### src/rtl/mwbPkg.sv
package mwbPkg;
  typedef struct packed {
    logic loadMiss;
    logic loadWb;
    logic selWb;
    logic retTarget;
    logic retFromWb;
    logic bumpWb;
  } strobeT;
endpackage

### src/rtl/mwbDatapath.sv
module mwbDatapath #(
  parameter int ADDR_W = 16,
  parameter int DATA_W = 8,
  parameter int THR_W = 2,
  parameter int TAG_W = 4,
  parameter int CNT_W = 8,
  parameter int BLK_BYTES = 16
) (
  input  logic clk,
  input  logic rstN,
  input  mwbPkg::strobeT stb,
  input  logic [ADDR_W-1:0] reqAddr,
  input  logic [DATA_W-1:0] reqData,
  input  logic reqWrite,
  input  logic reqUncache,
  input  logic reqNeedsResp,
  input  logic [THR_W-1:0] reqThread,
  input  logic [TAG_W-1:0] reqTag,
  input  logic [DATA_W-1:0] respData,
  output logic [ADDR_W-1:0] memReqAddr,
  output logic [DATA_W-1:0] memReqData,
  output logic memReqWrite,
  output logic memReqFill,
  output logic memReqNeedsResp,
  output logic [THR_W-1:0] missThread,
  output logic missFill,
  output logic [TAG_W-1:0] tgtTag,
  output logic [DATA_W-1:0] tgtData,
  output logic [CNT_W-1:0] wbCount
);
  localparam int OFF_W = $clog2(BLK_BYTES);
  localparam int N_ENT = 2;

  typedef struct packed {
    logic [ADDR_W-1:0] addr;
    logic [DATA_W-1:0] data;
    logic write;
    logic needsResp;
    logic fill;
    logic [THR_W-1:0] thread;
    logic [TAG_W-1:0] tag;
  } entryT;

  entryT ent [N_ENT];
  logic [N_ENT-1:0] load;
  logic [ADDR_W-1:0] blkAddr;
  entryT cur;
  entryT retEnt;

  assign load = {stb.loadWb, stb.loadMiss};
  assign blkAddr = {reqAddr[ADDR_W-1:OFF_W], {OFF_W{1'b0}}};

  for (genvar i = 0; i < N_ENT; i++) begin : gEnt
    always_ff @(posedge clk or negedge rstN) begin
      if (!rstN) begin
        ent[i] <= '0;
      end else if (load[i]) begin
        ent[i].addr <= blkAddr;
        ent[i].data <= reqData;
        ent[i].write <= reqWrite;
        ent[i].needsResp <= reqNeedsResp;
        ent[i].fill <= (i == 0) && !reqUncache;
        ent[i].thread <= reqThread;
        ent[i].tag <= reqTag;
      end
    end
  end

  assign cur = ent[stb.selWb];
  assign retEnt = ent[stb.retFromWb];
  assign memReqAddr = cur.addr;
  assign memReqData = cur.data;
  assign memReqWrite = cur.write;
  assign memReqFill = cur.fill;
  assign memReqNeedsResp = cur.needsResp;
  assign missThread = ent[0].thread;
  assign missFill = ent[0].fill;

  always_ff @(posedge clk or negedge rstN) begin
    if (!rstN) begin
      tgtTag <= '0;
      tgtData <= '0;
      wbCount <= '0;
    end else begin
      if (stb.retTarget) begin
        tgtTag <= retEnt.tag;
        tgtData <= retEnt.write ? '0 : respData;
      end
      if (stb.bumpWb) wbCount <= wbCount + CNT_W'(1);
    end
  end
endmodule

### src/rtl/mwbControl.sv
module mwbControl #(
  parameter int THR_W = 2
) (
  input  logic clk,
  input  logic rstN,
  input  logic cfgWriteAlloc,
  input  logic reqValid,
  input  logic reqWrite,
  input  logic reqUncache,
  input  logic reqNeedsResp,
  input  logic memGrant,
  input  logic respValid,
  input  logic respIsWb,
  input  logic squashValid,
  input  logic [THR_W-1:0] squashThread,
  input  logic [THR_W-1:0] missThread,
  input  logic missFill,
  input  logic selNeedsResp,
  output mwbPkg::strobeT stb,
  output logic blkMiss,
  output logic blkWb,
  output logic memReqValid,
  output logic memReqIsWb,
  output logic tgtValid
);
  logic [1:0] valid, inSvc, tgtOwn;
  logic [1:0] allocV, issueV, respV, freeV, squashFree, dropTgt;
  logic toWb, accMiss, accWb, pendMiss, pendWb, selWb, issue;
  logic squashHit, respOk, respFill, retTarget;

  assign toWb = reqWrite && (reqUncache || !cfgWriteAlloc || !reqNeedsResp);
  assign accMiss = reqValid && !toWb && !valid[0];
  assign accWb = reqValid && toWb && !valid[1];

  assign pendMiss = valid[0] && !inSvc[0];
  assign pendWb = valid[1] && !inSvc[1];
  assign memReqValid = pendMiss || pendWb;
  assign selWb = !pendMiss;
  assign memReqIsWb = selWb;
  assign issue = memReqValid && memGrant;

  assign squashHit = squashValid && valid[0] && (missThread == squashThread);
  assign respOk = respValid && valid[respIsWb] && inSvc[respIsWb];
  assign respFill = respOk && !respIsWb && missFill;
  assign retTarget = respOk && !respFill && tgtOwn[respIsWb] && !(!respIsWb && squashHit);

  assign allocV = {accWb, accMiss};
  assign issueV = {issue && selWb, issue && !selWb};
  assign respV = {respOk && respIsWb, respOk && !respIsWb};
  assign squashFree = {1'b0, squashHit && !inSvc[0] && !issueV[0]};
  assign dropTgt = {1'b0, squashHit};
  assign freeV = respV | (issueV & {2{!selNeedsResp}}) | squashFree;

  always_ff @(posedge clk or negedge rstN) begin
    if (!rstN) begin
      valid <= '0;
      inSvc <= '0;
      tgtOwn <= '0;
      tgtValid <= 1'b0;
    end else begin
      tgtValid <= retTarget;
      for (int i = 0; i < 2; i++) begin
        if (allocV[i]) begin
          valid[i] <= 1'b1;
          inSvc[i] <= 1'b0;
          tgtOwn[i] <= reqNeedsResp;
        end else if (freeV[i]) begin
          valid[i] <= 1'b0;
          inSvc[i] <= 1'b0;
          tgtOwn[i] <= 1'b0;
        end else begin
          if (issueV[i]) inSvc[i] <= 1'b1;
          if (dropTgt[i]) tgtOwn[i] <= 1'b0;
        end
      end
    end
  end

  assign blkMiss = valid[0];
  assign blkWb = valid[1];

  always_comb begin
    stb = '0;
    stb.loadMiss = accMiss;
    stb.loadWb = accWb;
    stb.selWb = selWb;
    stb.retTarget = retTarget;
    stb.retFromWb = respIsWb;
    stb.bumpWb = accWb;
  end
endmodule

### src/rtl/missWbBuf.sv
module missWbBuf #(
  parameter int ADDR_W = 16,
  parameter int DATA_W = 8,
  parameter int THR_W = 2,
  parameter int TAG_W = 4,
  parameter int CNT_W = 8,
  parameter int BLK_BYTES = 16
) (
  input  logic clk,
  input  logic rstN,
  input  logic cfgWriteAlloc,
  input  logic reqValid,
  input  logic [ADDR_W-1:0] reqAddr,
  input  logic [DATA_W-1:0] reqData,
  input  logic reqWrite,
  input  logic reqUncache,
  input  logic reqNeedsResp,
  input  logic [THR_W-1:0] reqThread,
  input  logic [TAG_W-1:0] reqTag,
  output logic blkMiss,
  output logic blkWb,
  output logic memReqValid,
  output logic memReqIsWb,
  output logic [ADDR_W-1:0] memReqAddr,
  output logic [DATA_W-1:0] memReqData,
  output logic memReqWrite,
  output logic memReqFill,
  output logic memReqNeedsResp,
  input  logic memGrant,
  input  logic respValid,
  input  logic respIsWb,
  input  logic [DATA_W-1:0] respData,
  input  logic squashValid,
  input  logic [THR_W-1:0] squashThread,
  output logic tgtValid,
  output logic [TAG_W-1:0] tgtTag,
  output logic [DATA_W-1:0] tgtData,
  output logic [CNT_W-1:0] wbCount
);
  mwbPkg::strobeT stb;
  logic [THR_W-1:0] missThread;
  logic missFill;

  mwbControl #(.THR_W(THR_W)) uCtrl (
    .clk(clk), .rstN(rstN), .cfgWriteAlloc(cfgWriteAlloc),
    .reqValid(reqValid), .reqWrite(reqWrite), .reqUncache(reqUncache),
    .reqNeedsResp(reqNeedsResp), .memGrant(memGrant), .respValid(respValid),
    .respIsWb(respIsWb), .squashValid(squashValid), .squashThread(squashThread),
    .missThread(missThread), .missFill(missFill), .selNeedsResp(memReqNeedsResp),
    .stb(stb), .blkMiss(blkMiss), .blkWb(blkWb), .memReqValid(memReqValid),
    .memReqIsWb(memReqIsWb), .tgtValid(tgtValid)
  );

  mwbDatapath #(
    .ADDR_W(ADDR_W), .DATA_W(DATA_W), .THR_W(THR_W), .TAG_W(TAG_W),
    .CNT_W(CNT_W), .BLK_BYTES(BLK_BYTES)
  ) uData (
    .clk(clk), .rstN(rstN), .stb(stb), .reqAddr(reqAddr), .reqData(reqData),
    .reqWrite(reqWrite), .reqUncache(reqUncache), .reqNeedsResp(reqNeedsResp),
    .reqThread(reqThread), .reqTag(reqTag), .respData(respData),
    .memReqAddr(memReqAddr), .memReqData(memReqData), .memReqWrite(memReqWrite),
    .memReqFill(memReqFill), .memReqNeedsResp(memReqNeedsResp),
    .missThread(missThread), .missFill(missFill), .tgtTag(tgtTag),
    .tgtData(tgtData), .wbCount(wbCount)
  );
endmodule

### config.mk
export PLATFORM = sky130hd
export DESIGN_NAME = missWbBuf
export DESIGN_NICKNAME = d
export VERILOG_FILES = /design/src/rtl/mwbPkg.sv /design/src/rtl/mwbDatapath.sv /design/src/rtl/mwbControl.sv /design/src/rtl/missWbBuf.sv
export SDC_FILE = /design/constraint.sdc
export NUM_CORES = 1
export LEC_CHECK = 0
export BUFFER_PORTS_ARGS = -buffer_cell sky130_fd_sc_hd__buf_4
export CAP_MARGIN = 20
export CORE_UTILIZATION = 56
export CTS_CLUSTER_SIZE = 12
export DETAILED_ROUTE_END_ITERATION = 16
export PLACE_DENSITY = 0.85
export SLEW_MARGIN = 20
export SYNTH_ARGS = -nofsm -noshare
export SYNTH_HDL_FRONTEND = slang
export SYNTH_SLANG_ARGS = --single-unit
### constraint.sdc
create_clock -name clk -period 2.5 [get_ports clk]
set_input_delay 0.5 -clock clk [delete_from_list [all_inputs] [get_ports clk]]
set_output_delay 0.5 -clock clk [all_outputs]
set_load 0.005 [all_outputs]
==> impl_metrics.json <==
{
  "status": "completed",
  "worstSetupStartpointType": "flip-flop",
  "number_of_unique_standard_cell_types_used_by_synthesis": 37,
  "timing.critical_path.required_ns": 2.00,
  "ys_dominant_reg_cell": "sky130_fd_sc_hd__dfrtp_1",
  "report.final.hold_viol_count": 0,
  "synth_largest_area_cell": "sky130_fd_sc_hd__dfrtp_1",
  "num_io_pins": 103,
  "max_clock_freq_mhz": 420,
  "power.density_mw_per_mm2": 1180,
  "netlist.area_leader.share_pct": 56.3,
  "wl_per_cell_um": 15.5,
  "number_of_search_and_repair_iterations_in_the_first_detailed_routing_pass": 4,
  "mostFrequentLayoutCell": "sky130_fd_sc_hd__buf_4",
  "routability_cong": 0.822,
  "drc_markers": 0,
  "min_period_ns": 2.38,
  "timing.max_cap.violations": 0,
  "grt_antenna_before_repair": 0,
  "finClkSkew_ns": 0.0151,
  "die_area_sq_mm": 0.00683,
  "tns_ns": 0,
  "maximum_number_of_pins_on_one_net_before_global_route_repair": 44,
  "vias": 2661,
  "synth_warnings": 0,
  "rsz_0062_raised_after_global_routing": "no",
  "postSynthRegisterBits": 82,
  "drt_iter0_drc": 88,
  "vdd_drop_max_mv": 0.681,
  "multi_input_comb_area_sq_mm": 0.00146,
  "critical_path_class": "reg -> out",
  "detail_route.vias_per_cell": 5.30,
  "layout-area-overhead-vs-synth_pct": 27.3,
  "async_reset_ff_share_pct": 100,
  "worst-endpoint-arrival_ns": 1.88,
  "synth-seq-area-share_pct": 56.3,
  "worst_hold_margin_ns": 0.121,
  "avgSynthCellArea_sq_um": 11.4,
  "postRouteAntennaNets": 0,
  "timing.hold.worst.class": "in -> async",
  "coreArea_sq_mm": 0.00631,
  "cp-end-kind": "output port",
  "final.setup.worst_slack_ns": 0.118,
  "numCtsBuffers": 9,
  "setup_violation_total_in_the_final_timing_report": 0,
  "filler_cell_count": 466,
  "p_total_w": 0.00548,
  "start_util_pct": 57.7,
  "placementRows": 29,
  "syn-cell-area_sq_mm": 0.00364,
  "critical_path.max_stage_delay_ns": 0.49,
  "layout.nets": 472,
  "critical_path_peak_fanout": 26,
  "grt_first_pass_wirelength_um": 12100,
  "layout-drive-gt1-share_pct": 41.9,
  "crit_path_cell_trace": "nand2b_1, buf_4, mux2_2, buf_4",
  "vertical_extent_of_the_die_um": 82.7,
  "fp.dieW_um": 82.7,
  "number_of_enable_type_register_cells_in_the_synthesized_netlist": 0,
  "netlist_instances": 321,
  "cts_setup_buffers": 0,
  "portBuffers": 94,
  "number_of_h_tree_levels": 3,
  "tritoncts": "yes",
  "latest_clock_arrival_within_the_worst_skew_pair_ns": 0.34,
  "layout_worst_path_cycle_share_pct": 95.3,
  "dp_hpwl_um": 5550,
  "critPathMostFrequentCell": "sky130_fd_sc_hd__buf_4",
  "final_global_route_overflow_total": 0,
  "cts_num_sinks": 82,
  "first_global_vias": 2736,
  "globalRouteTotalUtil_pct": 24.2,
  "num_antenna_cells": 0,
  "clock_tree.buffer_depth": 2,
  "path_clk_slew_ns": 0.09,
  "ff_latch_area_sq_mm": 0.00205,
  "critical_path.top_delay_family": "flip-flops",
  "critPathSlowestCell": "sky130_fd_sc_hd__dfrtp_1",
  "timing_worst_slew_pin_value_ns": 0.642,
  "cts-hold-fix-buffers": 0,
  "total_leakage_power_nw": 2.33,
  "dp.cells": 486,
  "post-place-ws_ns": 0.501,
  "totalWireLength_um": 7790,
  "master_cell_of_the_clock_root_buffer": "sky130_fd_sc_hd__clkbuf_8",
  "final-instance-count-excl-fill": 502,
  "critPathBufInv": 2,
  "timing.slew.headroom_pct": 56.0,
  "timing_max_transition_violations_final": 0,
  "netlist_top_cells_area": "sky130_fd_sc_hd__dfrtp_1 (56%), sky130_fd_sc_hd__mux2_2 (17%), sky130_fd_sc_hd__nand2_1 (9.5%), sky130_fd_sc_hd__mux2i_1 (2.5%), sky130_fd_sc_hd__xnor2_1 (1.4%)",
  "ctsResizeCount": 0,
  "layout_common_cells": "sky130_fd_sc_hd__buf_4 (104), sky130_fd_sc_hd__nand2_1 (92), sky130_fd_sc_hd__dfrtp_1 (82)"
}
[stage by stage]
| stage | util [%] | area, sq um |
|---|---|---|
| global placement | 70.1 | 4430 |
| global route | 73.5 | 4640 |
| detailed placement | 70.1 | 4430 |
| finish | 73.5 | 4640 |
| CTS | 73.5 | 4640 |
| floorplan | - | 3650 |
[Yosys cell counts (all sizes together), types with 2 or more instances]
cell type	number
nand4	4
and3	2
nor2	5
clkbuf	5
inv	11
buf	14
mux2	55
dfrtp	82
and4	2
nor3	2
xnor2	6
o21ai	5
a21oi	4
nand2b	5
xor2	3
nand2	92
mux2i	9
[final timing paths]
| kind | cells after the start | from | endpoint | slack (ns) |
|---|---|---|---|---|
| worst max-delay path | 4 | uCtrl.valid[0] | memReqData[7] | 0.12 |
| worst min-delay path | 1 | rstN | uData.tgtData[0] | 0.12 |
| worst max register to register | 5 | uCtrl.valid[0] | uCtrl.tgtOwn[1] | 0.76 |
| worst min register to register | 1 | uData.wbCount[7] | uData.wbCount[7] | 0.47 |
| max in group asynchronous | 2 | rstN | uCtrl.valid[1] | 1.71 |
| min in group clk | 2 | reqUncache | uData.missFill | 0.35 |
[flip-flops by register name, summed over array words and instances (netlist names)]
signal            flops
uData.ent            52
uData.missThread      2
uData.missFill        1
uData.tgtTag          4
uData.tgtData         8
uCtrl.tgtOwn          2
uCtrl.inSvc           2
uCtrl.tgtValid        1
uData.wbCount         8
uCtrl.valid           2
[worst reg2reg max path: stages (launching register included)]
cell and delay [ns]:
sky130_fd_sc_hd__dfrtp_1 0.52, sky130_fd_sc_hd__nand2b_1 0.15, sky130_fd_sc_hd__buf_4 0.27, sky130_fd_sc_hd__and3_1 0.26, sky130_fd_sc_hd__a211oi_1 0.29, sky130_fd_sc_hd__a22o_1 0.19
[cell families (layout without fill, tap and decap cells)]
| logic type | Yosys count | after routing | synth area share [%] |
|---|---|---|---|
| and+or+nand+nor | 118 | 118 | 14.0 |
| DFF | 82 | 82 | 56.3 |
| muxes | 64 | 64 | 19.6 |
| buffers and inverters | 30 | 131 | 4.19 |
| AOI/OAI and AO/OA | 16 | 16 | 3.26 |
| xor gates and xnor gates | 9 | 9 | 2.16 |
| adders and majority gates | 1 | 1 | 0.343 |
| other | 1 | 4 | 0.103 |
[power breakdown]
part / switching, W / total, W / internal, W
Combinational: 0.000876 / 0.00216 / 0.00129
Clock: 0.000455 / 0.00102 / 0.000562
Sequential: 0.000378 / 0.00230 / 0.00192
[final cells by class]
type,instances,share of cell area (%)
flip-flops and latches,82,44.2
clock buffers,11,2.83
multi-input cells,212,31.4
well taps,77,2.08
inverters,11,0.890
repair buffers,104,16.8
clock inverters,5,1.70
[metal layers]
metal | share of wire [%] | vias to the layer above | routed length, um | GRT usage, %
li1 | - | 1252 | - | -
met1 | 41 | 1326 | 3190 | 28.1
met2 | 52 | 73 | 4080 | 42.0
met3 | 5.2 | 10 | 406 | 5.60
met4 | 1.5 | 0 | 113 | 11.7
met5 | 0 | - | 0 | 0
No activity file was read; power rests on OpenSTA's default activity.
